File: src/rtl/srcPkg.sv
`timescale 1ns/1ps
package srcPkg;
  typedef enum logic [1:0] {ST_IDLE, ST_ARMED, ST_RUN} runState_e;

  typedef struct packed {
    logic reloadCnt;  // channel just enabled
    logic modWrite;   // store a new modulus
    logic loadWrite;  // write while enabled: load count
    logic tick;       // prescaled tick while running
  } ctlStrobes_t;
endpackage

File: src/rtl/srcCtrl.sv
`timescale 1ns/1ps
module srcCtrl
  import srcPkg::*;
#(
  parameter int PRESCALE = 32,
  localparam int PRE_W = $clog2(PRESCALE)
) (
  input  logic        clk,
  input  logic        rstN,
  input  logic        enable,
  input  logic        syncPulse,
  input  logic        modWe,
  output ctlStrobes_t ctl
);
  localparam logic [PRE_W-1:0] PRE_LAST = PRE_W'(PRESCALE - 1);

  runState_e  stateQ, stateD;
  logic [PRE_W-1:0] preQ;

  always_comb begin
    stateD = stateQ;
    case (stateQ)
      ST_IDLE:  if (enable) stateD = ST_ARMED;
      ST_ARMED: if (!enable) stateD = ST_IDLE;
                else if (syncPulse) stateD = ST_RUN;
      ST_RUN:   if (!enable) stateD = ST_IDLE;
      default:  stateD = ST_IDLE;
    endcase
  end

  always_ff @(posedge clk) begin
    if (!rstN) begin
      stateQ <= ST_IDLE;
      preQ   <= '0;
    end else begin
      stateQ <= stateD;
      if (stateQ == ST_IDLE && enable)
        preQ <= '0;
      else if (stateQ == ST_RUN && enable)
        preQ <= (preQ == PRE_LAST) ? '0 : preQ + 1'b1;
    end
  end

  always_comb begin
    ctl.reloadCnt = (stateQ == ST_IDLE) && enable;
    ctl.modWrite  = modWe;
    ctl.loadWrite = modWe && enable;
    ctl.tick      = (stateQ == ST_RUN) && enable && (preQ == PRE_LAST);
  end


  armed_hold_chk: assert property (@(posedge clk) disable iff (!rstN)
    (stateQ == ST_ARMED && enable && !syncPulse) |=> (stateQ == ST_ARMED));

  armed_pre_clear_chk: assert property (@(posedge clk) disable iff (!rstN)
    (stateQ == ST_ARMED) |-> (preQ == '0));

  tick_spacing_chk: assert property (@(posedge clk) disable iff (!rstN)
    ctl.tick |=> !ctl.tick);
endmodule

File: src/rtl/srcDatapath.sv
`timescale 1ns/1ps
module srcDatapath
  import srcPkg::*;
#(
  parameter int MOD_MIN = 9,
  parameter int MOD_MAX = 127,
  parameter int DATA_W  = 8,
  localparam int CNT_W  = $clog2(MOD_MAX + 1)
) (
  input  logic              clk,
  input  logic              rstN,
  input  ctlStrobes_t       ctl,
  input  logic [DATA_W-1:0] modData,
  output logic [CNT_W-1:0]  sampleCount,
  output logic              sampleStrobe
);
  logic [CNT_W-1:0] modQ, cntQ, clampVal;
  logic             strobeQ;

  function automatic logic [CNT_W-1:0] clampMod(input logic [DATA_W-1:0] v);
    if (v < DATA_W'(MOD_MIN))      return CNT_W'(MOD_MIN);
    else if (v > DATA_W'(MOD_MAX)) return CNT_W'(MOD_MAX);
    else                           return CNT_W'(v);
  endfunction

  assign clampVal = clampMod(modData);

  always_ff @(posedge clk) begin
    if (!rstN) begin
      modQ    <= CNT_W'(MOD_MIN);
      cntQ    <= '0;
      strobeQ <= 1'b0;
    end else begin
      if (ctl.modWrite) modQ <= clampVal;
      strobeQ <= ctl.tick && (cntQ == CNT_W'(1));
      if (ctl.loadWrite)
        cntQ <= clampVal;
      else if (ctl.reloadCnt)
        cntQ <= modQ;
      else if (ctl.tick)
        cntQ <= (cntQ == CNT_W'(1)) ? modQ : cntQ - 1'b1;
    end
  end

  assign sampleCount  = cntQ;
  assign sampleStrobe = strobeQ;


  mod_range_chk: assert property (@(posedge clk) disable iff (!rstN)
    (modQ >= CNT_W'(MOD_MIN)) && (modQ <= CNT_W'(MOD_MAX)));

  strobe_origin_chk: assert property (@(posedge clk) disable iff (!rstN)
    $rose(sampleStrobe) |-> ($past(cntQ) == CNT_W'(1)));

  strobe_width_chk: assert property (@(posedge clk) disable iff (!rstN)
    sampleStrobe |=> !sampleStrobe);

  write_load_chk: assert property (@(posedge clk) disable iff (!rstN)
    ctl.loadWrite |=> (cntQ == $past(clampVal)));

  enable_reload_chk: assert property (@(posedge clk) disable iff (!rstN)
    (ctl.reloadCnt && !ctl.loadWrite) |=> (cntQ == $past(modQ)));

  tick_nonzero_chk: assert property (@(posedge clk) disable iff (!rstN)
    ctl.tick |-> (cntQ != '0));
endmodule

File: src/rtl/sampleRateCounter.sv
`timescale 1ns/1ps
module sampleRateCounter
  import srcPkg::*;
#(
  parameter int MOD_MIN  = 9,
  parameter int MOD_MAX  = 127,
  parameter int PRESCALE = 32,
  parameter int DATA_W   = 8,
  localparam int CNT_W   = $clog2(MOD_MAX + 1)
) (
  input  logic              clk,
  input  logic              rstN,
  input  logic              enable,
  input  logic              syncPulse,
  input  logic              modWe,
  input  logic [DATA_W-1:0] modData,
  output logic [CNT_W-1:0]  sampleCount,
  output logic              sampleStrobe
);
  ctlStrobes_t ctl;

  srcCtrl #(.PRESCALE(PRESCALE)) u_ctrl (
    .clk(clk), .rstN(rstN), .enable(enable), .syncPulse(syncPulse),
    .modWe(modWe), .ctl(ctl)
  );

  srcDatapath #(.MOD_MIN(MOD_MIN), .MOD_MAX(MOD_MAX), .DATA_W(DATA_W)) u_dp (
    .clk(clk), .rstN(rstN), .ctl(ctl), .modData(modData),
    .sampleCount(sampleCount), .sampleStrobe(sampleStrobe)
  );


  disabled_quiet_chk: assert property (@(posedge clk) disable iff (!rstN)
    !enable |=> !sampleStrobe);

  disabled_hold_chk: assert property (@(posedge clk) disable iff (!rstN)
    !enable |=> $stable(sampleCount));
endmodule

File: config.mk
export PLATFORM = sky130hd
export DESIGN_NAME = sampleRateCounter
export DESIGN_NICKNAME = d
export VERILOG_FILES = /design/src/rtl/srcPkg.sv /design/src/rtl/srcCtrl.sv /design/src/rtl/srcDatapath.sv /design/src/rtl/sampleRateCounter.sv
export SDC_FILE = /design/constraint.sdc
export NUM_CORES = 1
export LEC_CHECK = 0
export ABC_AREA = 1
export BUFFER_PORTS_ARGS = -buffer_cell sky130_fd_sc_hd__clkbuf_2
export CORE_ASPECT_RATIO = 0.9
export CORE_MARGIN = 2
export CORE_UTILIZATION = 54
export DETAILED_ROUTE_END_ITERATION = 6
export PLACE_DENSITY = 0.77
export SLEW_MARGIN = 10
export SYNTH_ARGS = -nofsm -noshare
export SYNTH_HDL_FRONTEND = slang
export SYNTH_SLANG_ARGS = --single-unit
File: constraint.sdc
create_clock -name clk -period 1.82 [get_ports clk]
set_input_delay 0.364 -clock clk [delete_from_list [all_inputs] [get_ports clk]]
set_output_delay 0.364 -clock clk [all_outputs]
set_load 0.03 [all_outputs]
## Word-level counts from Yosys, hierarchy flattened

Cells that the tools add are included.
W data, S select, Z words.

| storage, ports and cells | value |
|---|---|
| register bits after elaboration | 22 |
| bits in latches | 0 |
| bits in writable memories | 0 |
| bits in read-only memories | 0 |
| input bits | 13 |
| output and inout port bits | 8 |
| word-level logic and storage cells | 38 |
| memories | 0 |

| operators by class | value |
|---|---|
| $add $sub $neg | 2 |
| $mul | 0 |
| divide/modulo/power cells | 0 |
| $lt $le $gt $ge | 2 |
| equality and inequality tests | 7 |
| shift operators | 0 |
| muxes and demuxes | 12 |
| bitwise operators | 1 |
| reduce and logical (&&, ||, !) cells | 9 |

Operators with widths:

| operator | count |
|---|---|
| $mux W7 | 6 |
| $gt A8 B7 Y1 const B | 1 |
| $lt A8 B4 Y1 const B | 1 |
| $mux W2 | 4 |
| $eq A7 B1 Y1 const B | 1 |
| $sub A7 B1 Y7 const B | 1 |
| $pmux W2 S3 | 1 |
| $add A5 B1 Y5 const B | 1 |
| $eq A5 B5 Y1 const B | 1 |
| $logic_and A1 B1 Y1 | 5 |
| $mux W5 | 1 |
| $ne A2 B2 Y1 const B | 2 |
| $ne A3 B3 Y1 const B | 1 |
| $reduce_and A3 Y1 | 1 |
| $reduce_bool A3 Y1 | 1 |
| $eq A2 B1 Y1 const B | 1 |
| $eq A2 B2 Y1 const B | 1 |
| $logic_not A2 Y1 | 1 |
| $reduce_or A2 Y1 | 1 |
| $not A1 Y1 | 1 |

## Depth between registers and ports, before layout

Gate-level depths: netlist (run 1).

| depth | value |
|---|---|
| depth after elaboration | 6 |
| gate-level depth with buffers | 11 |
| depth with buffers taken out | 11 |

## Cells and area by module

A second synthesis (run 1) with hierarchy kept.

| unflattened totals | value |
|---|---|
| cells, all modules | 201 |
| area, all modules | 1317.5 µm² |

By module, submodules not included:

| module | times used | cells each | area an instance (µm²) | sequential area each (µm²) |
|---|---|---|---|---|
| srcDatapath | 1 | 145 | 933.4 | 300.3 |
| srcCtrl | 1 | 56 | 384.1 | 140.1 |

## Worst setup path before layout (run 1)

OpenSTA, ideal clock, no wires.

| timing | value |
|---|---|
| path type | register to register |
| start | register u_dp.cntQ[1] (netlist: u_dp.sampleCount[1]) |
| end | register u_dp.cntQ[2] (netlist: u_dp.sampleCount[2]) |
| setup time | 121 ps |
| arrival time | 1415 ps |
| required time | 1699 ps |
| slack | 283 ps |
| cell stages (with the launch flop) | 10 |
| buffers on the path | 1 |
| clock period less this slack | 1537 ps |
| cells stage by stage | dfxtp_1 > inv_1 > ha_1 > inv_1 > nor2_1 > nand3_2 > nand2_2 > buf_6 > o211ai_1 > a21oi_2 |

| between the ends | value |
|---|---|
| cells in the longest elaborated chain, start to end | 5 |
| elaborated cells between the ends (all ways) | 6 |
| those cells by class | add/sub (1); eq/ne (1); mux (4) |

Ends and longest elaborated chain:

| what | RTL line | text |
|---|---|---|
| from (decl) | srcDatapath.sv:17 | `logic [CNT_W-1:0] modQ, cntQ, clampVal;` |
| from (signal assigned) | srcDatapath.sv:37 | `cntQ <= clampVal;` |
| from (signal assigned) | srcDatapath.sv:39 | `cntQ <= modQ;` |
| from (signal assigned) | srcDatapath.sv:41 | `cntQ <= (cntQ == CNT_W'(1)) ? modQ : cntQ - 1'b1;` |
| $sub A7 B1 Y7 / $eq A7 B1 Y1 (equally long branches) | srcDatapath.sv:41 |  |
| $mux W7 * | srcDatapath.sv:41 |  |
| $mux W7 * | srcDatapath.sv:40 | `else if (ctl.tick)` |
| $mux W7 * | srcDatapath.sv:38 | `else if (ctl.reloadCnt)` |
| $mux W7 * | srcDatapath.sv:36 | `if (ctl.loadWrite)` |

Mark *: on every way between the ends. The rest lies on a longest branch, timed or not. The select of a mux whose other input is x is not followed.
A chain may end at the register's enable or synchronous reset.

## Final worst setup path (run 1)

| timing | value |
|---|---|
| start | register u_ctrl.preQ[0] |
| end | register u_dp.cntQ[2] (netlist: u_dp.sampleCount[2]) |

| between the ends | value |
|---|---|
| cells in the longest elaborated chain, start to end | 3 |

Ends and longest elaborated chain:

| what | RTL line | text |
|---|---|---|
| from (decl) | srcCtrl.sv:18 | `logic [PRE_W-1:0] preQ;` |
| from (signal assigned) | srcCtrl.sv:40 | `preQ <= (preQ == PRE_LAST) ? '0 : preQ + 1'b1;` |
| $eq A5 B5 Y1 | srcCtrl.sv:48 | `ctl.tick = (stateQ == ST_RUN) && enable && (preQ == PRE_LAST);` |
| $logic_and A1 B1 Y1 | srcCtrl.sv:48 |  |
| $reduce_bool A3 Y1 (no line) | -- |  |

Every way passes these cells.

==> results of run 1 <==
report_power, final:
group	total [W]	leakage (nW)	internal, W	switching (W)
Sequential	0.000541	0.181	0.000512	0.0000289
Clock	0.000375	0.0279	0.000223	0.000153
Combinational	0.000286	0.498	0.0000957	0.000191
worst max path at each step:
stage	from	slack, ns	to
after floorplan	u_dp.sampleCount[1]$_SDFFE_PN0P_	0.28	u_dp.sampleCount[2]$_SDFFE_PN0P_
after global placement	u_ctrl.preQ[0]$_SDFFE_PP0N_	0.31	u_dp.sampleCount[2]$_SDFFE_PN0P_
after detailed placement	u_ctrl.preQ[0]$_SDFFE_PP0N_	0.26	u_dp.sampleCount[2]$_SDFFE_PN0P_
after CTS	u_ctrl.preQ[0]$_SDFFE_PP0N_	0.22	u_dp.sampleCount[2]$_SDFFE_PN0P_
after global routing	u_ctrl.preQ[0]$_SDFFE_PP0N_	0.05	u_dp.sampleCount[1]$_SDFFE_PN0P_
final	u_ctrl.preQ[0]$_SDFFE_PP0N_	0.21	u_dp.sampleCount[2]$_SDFFE_PN0P_
state kept, by name, summed over array words and instances (netlist names):
| name | flops |
|---|---|
| u_dp.modQ | 7 |
| u_ctrl.stateQ | 2 |
| u_ctrl.preQ | 5 |
| u_dp.sampleCount | 7 |
| u_dp.sampleStrobe | 1 |
logic make-up (layout without fill, tap and decap cells):
group | Yosys count | count (layout) | share of synthesized area, %
xor+xnor | 3 | 3 | 2.117
simple gates | 89 | 89 | 32.16
flops | 22 | 22 | 35.48
compound gates | 35 | 35 | 15.93
buf+inv | 32 | 53 | 10.28
fa+ha+maj | 4 | 4 | 4.032
layout make-up:
class	instances	area, sq um	area share, %
inverters	29	108.9	7.726
clock inverters	1	30.03	2.131
multi-input cells	131	673.1	47.78
repair buffers	20	100.1	7.105
flip-flops and latches	22	440.4	31.26
clock buffers	3	22.52	1.599
well taps	27	33.78	2.398
cells in the final DEF (no fill, tap or decap), types with 4 or more instances in the layout:
cell and count:
dfxtp_1 22, o21ai_0 11, ha_1 4, inv_1 25
nand2_2 5, a21oi_1 15, nor3_1 4, nand2_1 38
nor2_1 22, clkbuf_2 20, nand3_1 11
synth_stat cells, drive strengths merged:
library cell,instances
nand4,1
or2,1
xor2,3
nand3,12
inv,28
dfxtp,22
clkinv,1
nor3,4
nor4,1
nor2,25
nand2,43
ha,4
a31oi,3
clkbuf,2
a21oi,17
o211ai,3
buf,1
o21ai,12
nor3b,1
nand3b,1
critical path, delay by kind of cell (launching register included):
kind            cells  cell delay [ns]
flops               1             0.36
simple gates        5             0.34
fa+ha+maj           2             0.40
compound gates      2             0.29
buf+inv             2             0.15
per-layer routing:
layer  track usage [%]  vias to the layer above  part of all wire (%)
met5                 0                        -                     0
met3             3.939                        5                   5.8
met2             34.94                       40                    43
met1             32.12                      535                    49
met4             8.750                        0                   1.4
li1                  -                      645                     -
through the flow:
step | area, sq um | power [W]
3_5_place_dp | 1356 | 0.0008355
5_1_grt | 1409 | 0.001264
4_1_cts | 1409 | 0.001208
2_1_floorplan | 1241 | 0.0007614
6_report | 1409 | 0.001203
3_3_place_gp | 1356 | 0.0008273
==> flow_summary.ini, run 1 <==
[layout]
antennaDiodeCount = 0
layout-drive-gt1-share_pct = 19.42
syn2layout_area_growth_pct = 13.51
fillCellCount = 200
final_core_util_pct = 64.56
fin_cells = 233
fin_nets = 224

[critical_path]
crit_arrival_ns = 1.86
path_cells = ha_1, nand2_1, nor2_1, ha_1, o21ai_2, nand2_2, inv_2, nand2_1, nand2_1, inv_1, a21oi_2
r2r_setup_slack_ns = 0.21
path_class = reg2reg
path_common_cell = nand2_1
ff2ff_path_depth = 11
critical-path-max-stage-delay_ns = 0.36
setup.worst_path.start_class = flop
end_kind = flop
path_max_fanout = 6
rr_endpoint = u_dp.sampleCount[2]$_SDFFE_PN0P_
crit_slowest_cell = dfxtp_1
worstPathRequired_ns = 2.07
r2r-start = u_ctrl.preQ[0]$_SDFFE_PP0N_

[sta]
fin_crit_sh_pct = 88.31
slew_violations = 0
tightest_slew_ns = 0.3056
hold_ws_ns = 0.2894
finalCriticalPeriod_ns = 1.607
setup_ws_ns = 0.2128
tns_ns = 0
skew_ns = 0.008892
max_slew_margin_pct = 79.50
final-setup-viol-count = 0
hold_viol = 0
fmax_ghz = 0.6222
rsz0062_at_grt = false

[placement]
place.gp.congestion = 0.9187
io_buffers = 20
placed_cells = 229
pre_cts_ws_ns = 0.2644
post-dp-hpwl_um = 2105

[synthesis]
seq_area_frac_synth_pct = 35.48
syn_nets = 202
synth.avg_cell_area_sq_um = 6.709
yosysTopAreaCell = dfxtp_1
synth_warnings = 0
ys_seq_elements = 22
synth_cell_types = 27
post_synth_instance_area_sq_um = 1241
synthTopCellsByArea = dfxtp_1 35%, nand2_1 11%, inv_1 7.6%, nor2_1 6.7%, a21oi_1 6.0%
yosysTopAreaCellShare_pct = 35.48
synth_cells = 185

[route]
drtIter0Drc = 52
wl_per_cell_um = 11.59
drtAntennaViolNets = 0
drcViolationCount = 0
viasPerCell = 5.258
drt_wl_total_um = 2701
vias = 1225
firstDrtPassIters = 4

[grt]
grtUsageTotal_pct = 23.01
grt_max_degree = 16
grt.overflow.total = 0
antenna_found_initial = 0
first_global_vias = 1086
grt_pass1_wl_um = 4554

[power_and_ir_drop]
peakVddDrop_v = 0.0005999
p_leak_nw = 0.7068
p_per_area_nw_per_um2 = 854.1

[hold_path]
hold_end = u_dp.modQ[4]$_SDFFE_PN0P_
hp-start = modData[4]
whs_path_depth = 3
hp-class = in2reg

[die]
fp.dieW_um = 54.54
die_area_sq_um = 2698
core_area_sq_um = 2182
num_io_pins = 21
die_height_um = 49.48
row_count = 16
initial_utilization_pct = 56.88

[cts]
htreeDepth = 1
path_clk_slew_ns = 0.13
clock_path_buffers = 2
post_cts_buffers = 0
cts-root-buf = clkbuf_4
tritoncts = yes
worstSkewPairLatency_ns = 0.31
cts_sinks = 22
cts_buffers = 3
cts-resized-gates = 0
holdBufCountCts = 0

[run_status]
status = finished clean

[run]
cap_violations = 0
Power figures use the tool's default switching activity.
==> run 2: changes to the inputs <==
Settings changed: CORE_MARGIN 2 to 8.
==> run 2 against run 1 <==
Routed wire length grew 14%. Cell area grew 0.89%. Clock skew is essentially flat. Sequential share of layout area shrank 0.099 points. Combinational power grew 4%. Sequential power is essentially flat. Via count grew 3.8%. Final cell count grew 0.43%. Critical path depth is the same. Critical endpoint unchanged. Largest power group unchanged. Highest routed layer unchanged.
==> flow_summary.ini, run 2 (synthesized netlist as in run 1, its figures left out) <==
[cts]
htreeDepth = 1
path_clk_slew_ns = 0.13
cts-root-buf = clkbuf_4
cts_buffers = 3
clock_path_buffers = 2
worstSkewPairLatency_ns = 0.32
tritoncts = yes
cts_sinks = 22
holdBufCountCts = 0

[power_and_ir_drop]
peakVddDrop_v = 0.0006047
swShare_pct = 31.54
seqPwrFrac_pct = 44.5
power.internal_w = 0.0008335
power_w = 0.001218
p_switching_w = 0.0003841
pwr-share-clk_pct = 31.1
p_leak_nw = 0.7125
p_comb_share_pct = 24.4
p_per_area_nw_per_um2 = 856.6

[placement]
io_buffers = 20
place.gp.congestion = 0.8924
post-dp-hpwl_um = 2294
placed_cells = 229

[grt]
grt_max_degree = 16
grt.overflow.total = 0
first_global_vias = 1143
grtUsageTotal_pct = 15.29
grt_pass1_wl_um = 4926
antenna_found_initial = 0

[sta]
tightest_slew_ns = 0.3112
final-setup-viol-count = 0
hold_viol = 0
max_slew_margin_pct = 79.13
skew_ns = 0.009243
finalCriticalPeriod_ns = 1.685
fmax_ghz = 0.5934
fin_crit_sh_pct = 92.59
tns_ns = 0
slew_violations = 0

[route]
drt_wl_total_um = 3067
drcViolationCount = 0
drtIter0Drc = 78
viasPerCell = 5.432
drtAntennaViolNets = 0
wl_per_cell_um = 13.11
firstDrtPassIters = 4
vias = 1271

[critical_path]
setup.worst_path.start_class = flop
path_cells = ha_1, nand2_1, nor2_1, ha_1, o21ai_2, nand2_2, inv_4, nand2_1, nand2_1, inv_1, a21oi_2
path_max_fanout = 6
worstPathRequired_ns = 2.07
crit_arrival_ns = 1.93
crit_slowest_cell = dfxtp_2
path_class = reg2reg
critical-path-max-stage-delay_ns = 0.35
end_kind = flop
path_common_cell = nand2_1

[hold_path]
hp-class = in2reg

[die]
row_count = 16
initial_utilization_pct = 56.88
die_area_sq_um = 4091
fp.dieW_um = 66.54
die_height_um = 61.48
core_area_sq_um = 2182
num_io_pins = 21

[layout]
fin_cells = 234
layout_commonest_cell = nand2_1
fin_nets = 225
antennaDiodeCount = 0
syn2layout_area_growth_pct = 14.52
final_cell_mix = 38 x nand2_1, 25 x inv_1, 22 x nor2_1
layout-drive-gt1-share_pct = 20.77
fillCellCount = 200

[run_status]
status = finished clean

[run]
cap_violations = 0
-- run 2: changes by cell type in the layout (fill, tap and decap cells not counted) --
cell,before,now
dfxtp_1,22,20
buf_4,0,1
inv_4,0,1
inv_2,3,2
dfxtp_2,0,2
-- run 2: area by class of cell --
type	count	area [sq um]	share of cell area, %
timing repair buffer	21	107.6	7.570
multi-input combinational	131	673.1	47.36
tap	27	33.78	2.377
sequential	22	442.9	31.16
clock buffer	3	22.52	1.585
clock inverter	1	30.03	2.113
inverter	29	111.4	7.835
-- run 2: through the flow --
step | util, % | setup slack, ns | cell area (sq um) | hold slack, ns
2_1_floorplan | - | 0.2832 | 1241 | 0.4360
3_3_place_gp | 62.16 | 0.3141 | 1356 | 0.4518
3_5_place_dp | 62.16 | 0.2235 | 1356 | 0.4591
4_1_cts | 64.56 | 0.1786 | 1409 | 0.2922
5_1_grt | 65.14 | -0.02404 | 1421 | 0.2883
6_report | 65.14 | 0.1348 | 1421 | 0.2890
-- run 2: power groups by stage --
stage          logic, W  clock network [W]  registers [W]
2_1_floorplan  0.000182                  0       0.000579
6_report       0.000297           0.000379       0.000542
3_5_place_dp   0.000287                  0       0.000552
4_1_cts        0.000290           0.000379       0.000542
3_3_place_gp   0.000278                  0       0.000550
5_1_grt        0.000330           0.000402       0.000546
-- run 2: final timing paths --
kind | slack (ns) | cells after the start | endpoint | from
min reg2reg | 0.48 | 2 | u_dp.modQ[0]$_SDFFE_PN1P_ | u_dp.modQ[0]$_SDFFE_PN1P_
max | 0.13 | 11 | u_dp.sampleCount[2]$_SDFFE_PN0P_ | u_ctrl.preQ[0]$_SDFFE_PP0N_
min | 0.29 | 3 | u_dp.modQ[4]$_SDFFE_PN0P_ | modData[4]
max reg2reg | 0.13 | 11 | u_dp.sampleCount[2]$_SDFFE_PN0P_ | u_ctrl.preQ[0]$_SDFFE_PP0N_
-- run 2: timing repair --
action | 4_1_cts | 5_1_grt
gates resized for setup | 0 | 3
endpoints found under the setup margin | 0 | 1
buffers inserted | 0 | 1
-- run 2: per-layer routing --
layer | vias to the layer above | GRT usage, % | part of all wire (%)
met5 | - | 0 | 0
met4 | 0 | 6.079 | 1.2
met3 | 5 | 2.000 | 7.3
met2 | 50 | 24.48 | 44
met1 | 571 | 20.29 | 48
li1 | 645 | - | -
-- run 2: worst max-delay path, delay by kind of cell, from the launching register on --
| kind | cells | cell delay (ns) |
|---|---|---|
| AOI/OAI and AO/OA | 2 | 0.33 |
| adders and majority gates | 2 | 0.41 |
| buffers and inverters | 2 | 0.15 |
| DFF | 1 | 0.35 |
| and+or+nand+nor | 5 | 0.38 |
==> run 3: changes to the inputs <==
Settings changed: PLACE_DENSITY 0.77 to default, PLACE_DENSITY_LB_ADDON from default to 0.1, SETUP_SLACK_MARGIN from default to 0.05.
==> run 3 against run 2 <==
Non-clock buffer count is the same. Critical path type unchanged. Utilization is the same. Sequential share of layout area is the same. Sequential cell count is the same.
==> flow_summary.ini, run 3 (synthesized netlist as in run 1, its figures left out) <==
[cts]
tritoncts = yes
cts-root-buf = clkbuf_4
htreeDepth = 1
clock_path_buffers = 2
path_clk_slew_ns = 0.12
holdBufCountCts = 0
worstSkewPairLatency_ns = 0.31
cts_buffers = 3
cts_sinks = 22

[route]
viasPerCell = 5.368
drtIter0Drc = 71
vias = 1256
drtAntennaViolNets = 0
wl_per_cell_um = 12.84
drcViolationCount = 0
firstDrtPassIters = 4
drt_wl_total_um = 3004

[power_and_ir_drop]
peakVddDrop_v = 0.0005922
p_leak_nw = 0.7126
power_w = 0.001205
p_per_area_nw_per_um2 = 847.5

[sta]
fin_crit_sh_pct = 91.61
slew_violations = 0
final-setup-viol-count = 0
tns_ns = 0
setup_ws_ns = 0.1527
max_slew_margin_pct = 78.94
finalCriticalPeriod_ns = 1.667
skew_ns = 0.003223
rsz0062_at_grt = false
tightest_slew_ns = 0.3139
fmax_ghz = 0.5998
hold_viol = 0

[placement]
io_buffers = 20
placed_cells = 229
post-dp-hpwl_um = 2302
pre_cts_ws_ns = 0.2268
place.gp.congestion = 0.9292

[die]
die_height_um = 61.48
fp.dieW_um = 66.54
die_area_sq_um = 4091
row_count = 16
num_io_pins = 21
core_area_sq_um = 2182
initial_utilization_pct = 56.88

[layout]
antennaDiodeCount = 0
fillCellCount = 213
multi_input_area_sq_um = 673.1
layout_commonest_cell = nand2_1
final_cell_mix = 38 x nand2_1, 25 x inv_1, 22 x nor2_1
syn2layout_area_growth_pct = 14.52
seq_area_sq_um = 442.9
final_core_util_pct = 65.14
fin_nets = 225
layout-drive-gt1-share_pct = 20.77
fin_cells = 234

[grt]
grt_pass1_wl_um = 4733
antenna_found_initial = 0
first_global_vias = 1143
grt.overflow.total = 0
grt_max_degree = 16
grtUsageTotal_pct = 14.61

[run]
cap_violations = 0

[critical_path]
worstPathRequired_ns = 2.03
end_kind = flop
path_class = reg2reg
setup.worst_path.start_class = flop
crit_arrival_ns = 1.88
path_max_fanout = 4

[hold_path]
hp-class = in2reg

[run_status]
status = finished clean
## run 3: cell type report
| type | count | area share [%] |
|---|---|---|
| clock buffer | 3 | 1.585 |
| clock inverter | 1 | 2.113 |
| inverter | 29 | 7.835 |
| multi-input combinational | 131 | 47.36 |
| sequential | 22 | 31.16 |
| tap | 27 | 2.377 |
| timing repair buffer | 21 | 7.570 |
## run 3: report_power, final
part	switching, W	internal (W)
combinational	0.000194	0.0000986
sequential	0.0000285	0.000512
clock	0.000149	0.000223
total	0.000371	0.000834
## run 3: metrics by stage
step                area (sq um)  hold WS [ns]
floorplan                   1241        0.4360
global placement            1356        0.4531
detailed placement          1356        0.4599
CTS                         1409        0.3116
global route                1421        0.2969
finish                      1421        0.3168
## run 3: final timing paths
kind | startpoint | to | slack, ns | cells after the start
worst min-delay path | modData[4] | u_dp.modQ[4]$_SDFFE_PN0P_ | 0.32 | 3
worst max register to register | u_ctrl.preQ[0]$_SDFFE_PP0N_ | u_dp.sampleCount[3]$_SDFFE_PN0P_ | 0.15 | 9
worst min register to register | u_dp.modQ[3]$_SDFFE_PN1P_ | u_dp.modQ[3]$_SDFFE_PN1P_ | 0.48 | 2
worst max-delay path | u_ctrl.preQ[0]$_SDFFE_PP0N_ | u_dp.sampleCount[3]$_SDFFE_PN0P_ | 0.15 | 9
## run 3: routing by layer
| layer | up-vias | routed length, um | GRT usage, % |
|---|---|---|---|
| li1 | 639 | - | - |
| met1 | 567 | 1524 | 19.77 |
| met2 | 46 | 1242 | 21.87 |
| met3 | 4 | 189 | 3.091 |
| met4 | 0 | 48 | 6.079 |
| met5 | - | 0 | 0 |
## run 3: repair_timing
| item | in CTS | in global routing |
|---|---|---|
| endpoints found under the setup margin | 0 | 2 |
| resized for setup | 0 | 3 |
| setup buffers | 0 | 1 |
## run 3: worst max-delay path, stage by stage, from the launching register on
cell and delay (ns):
dfxtp_2 0.35, ha_1 0.21, nand2_1 0.08, nor2_1 0.05, ha_1 0.20, o21ai_2 0.21, nand2_2 0.13, buf_4 0.16
o21ai_0 0.14, a21oi_1 0.05
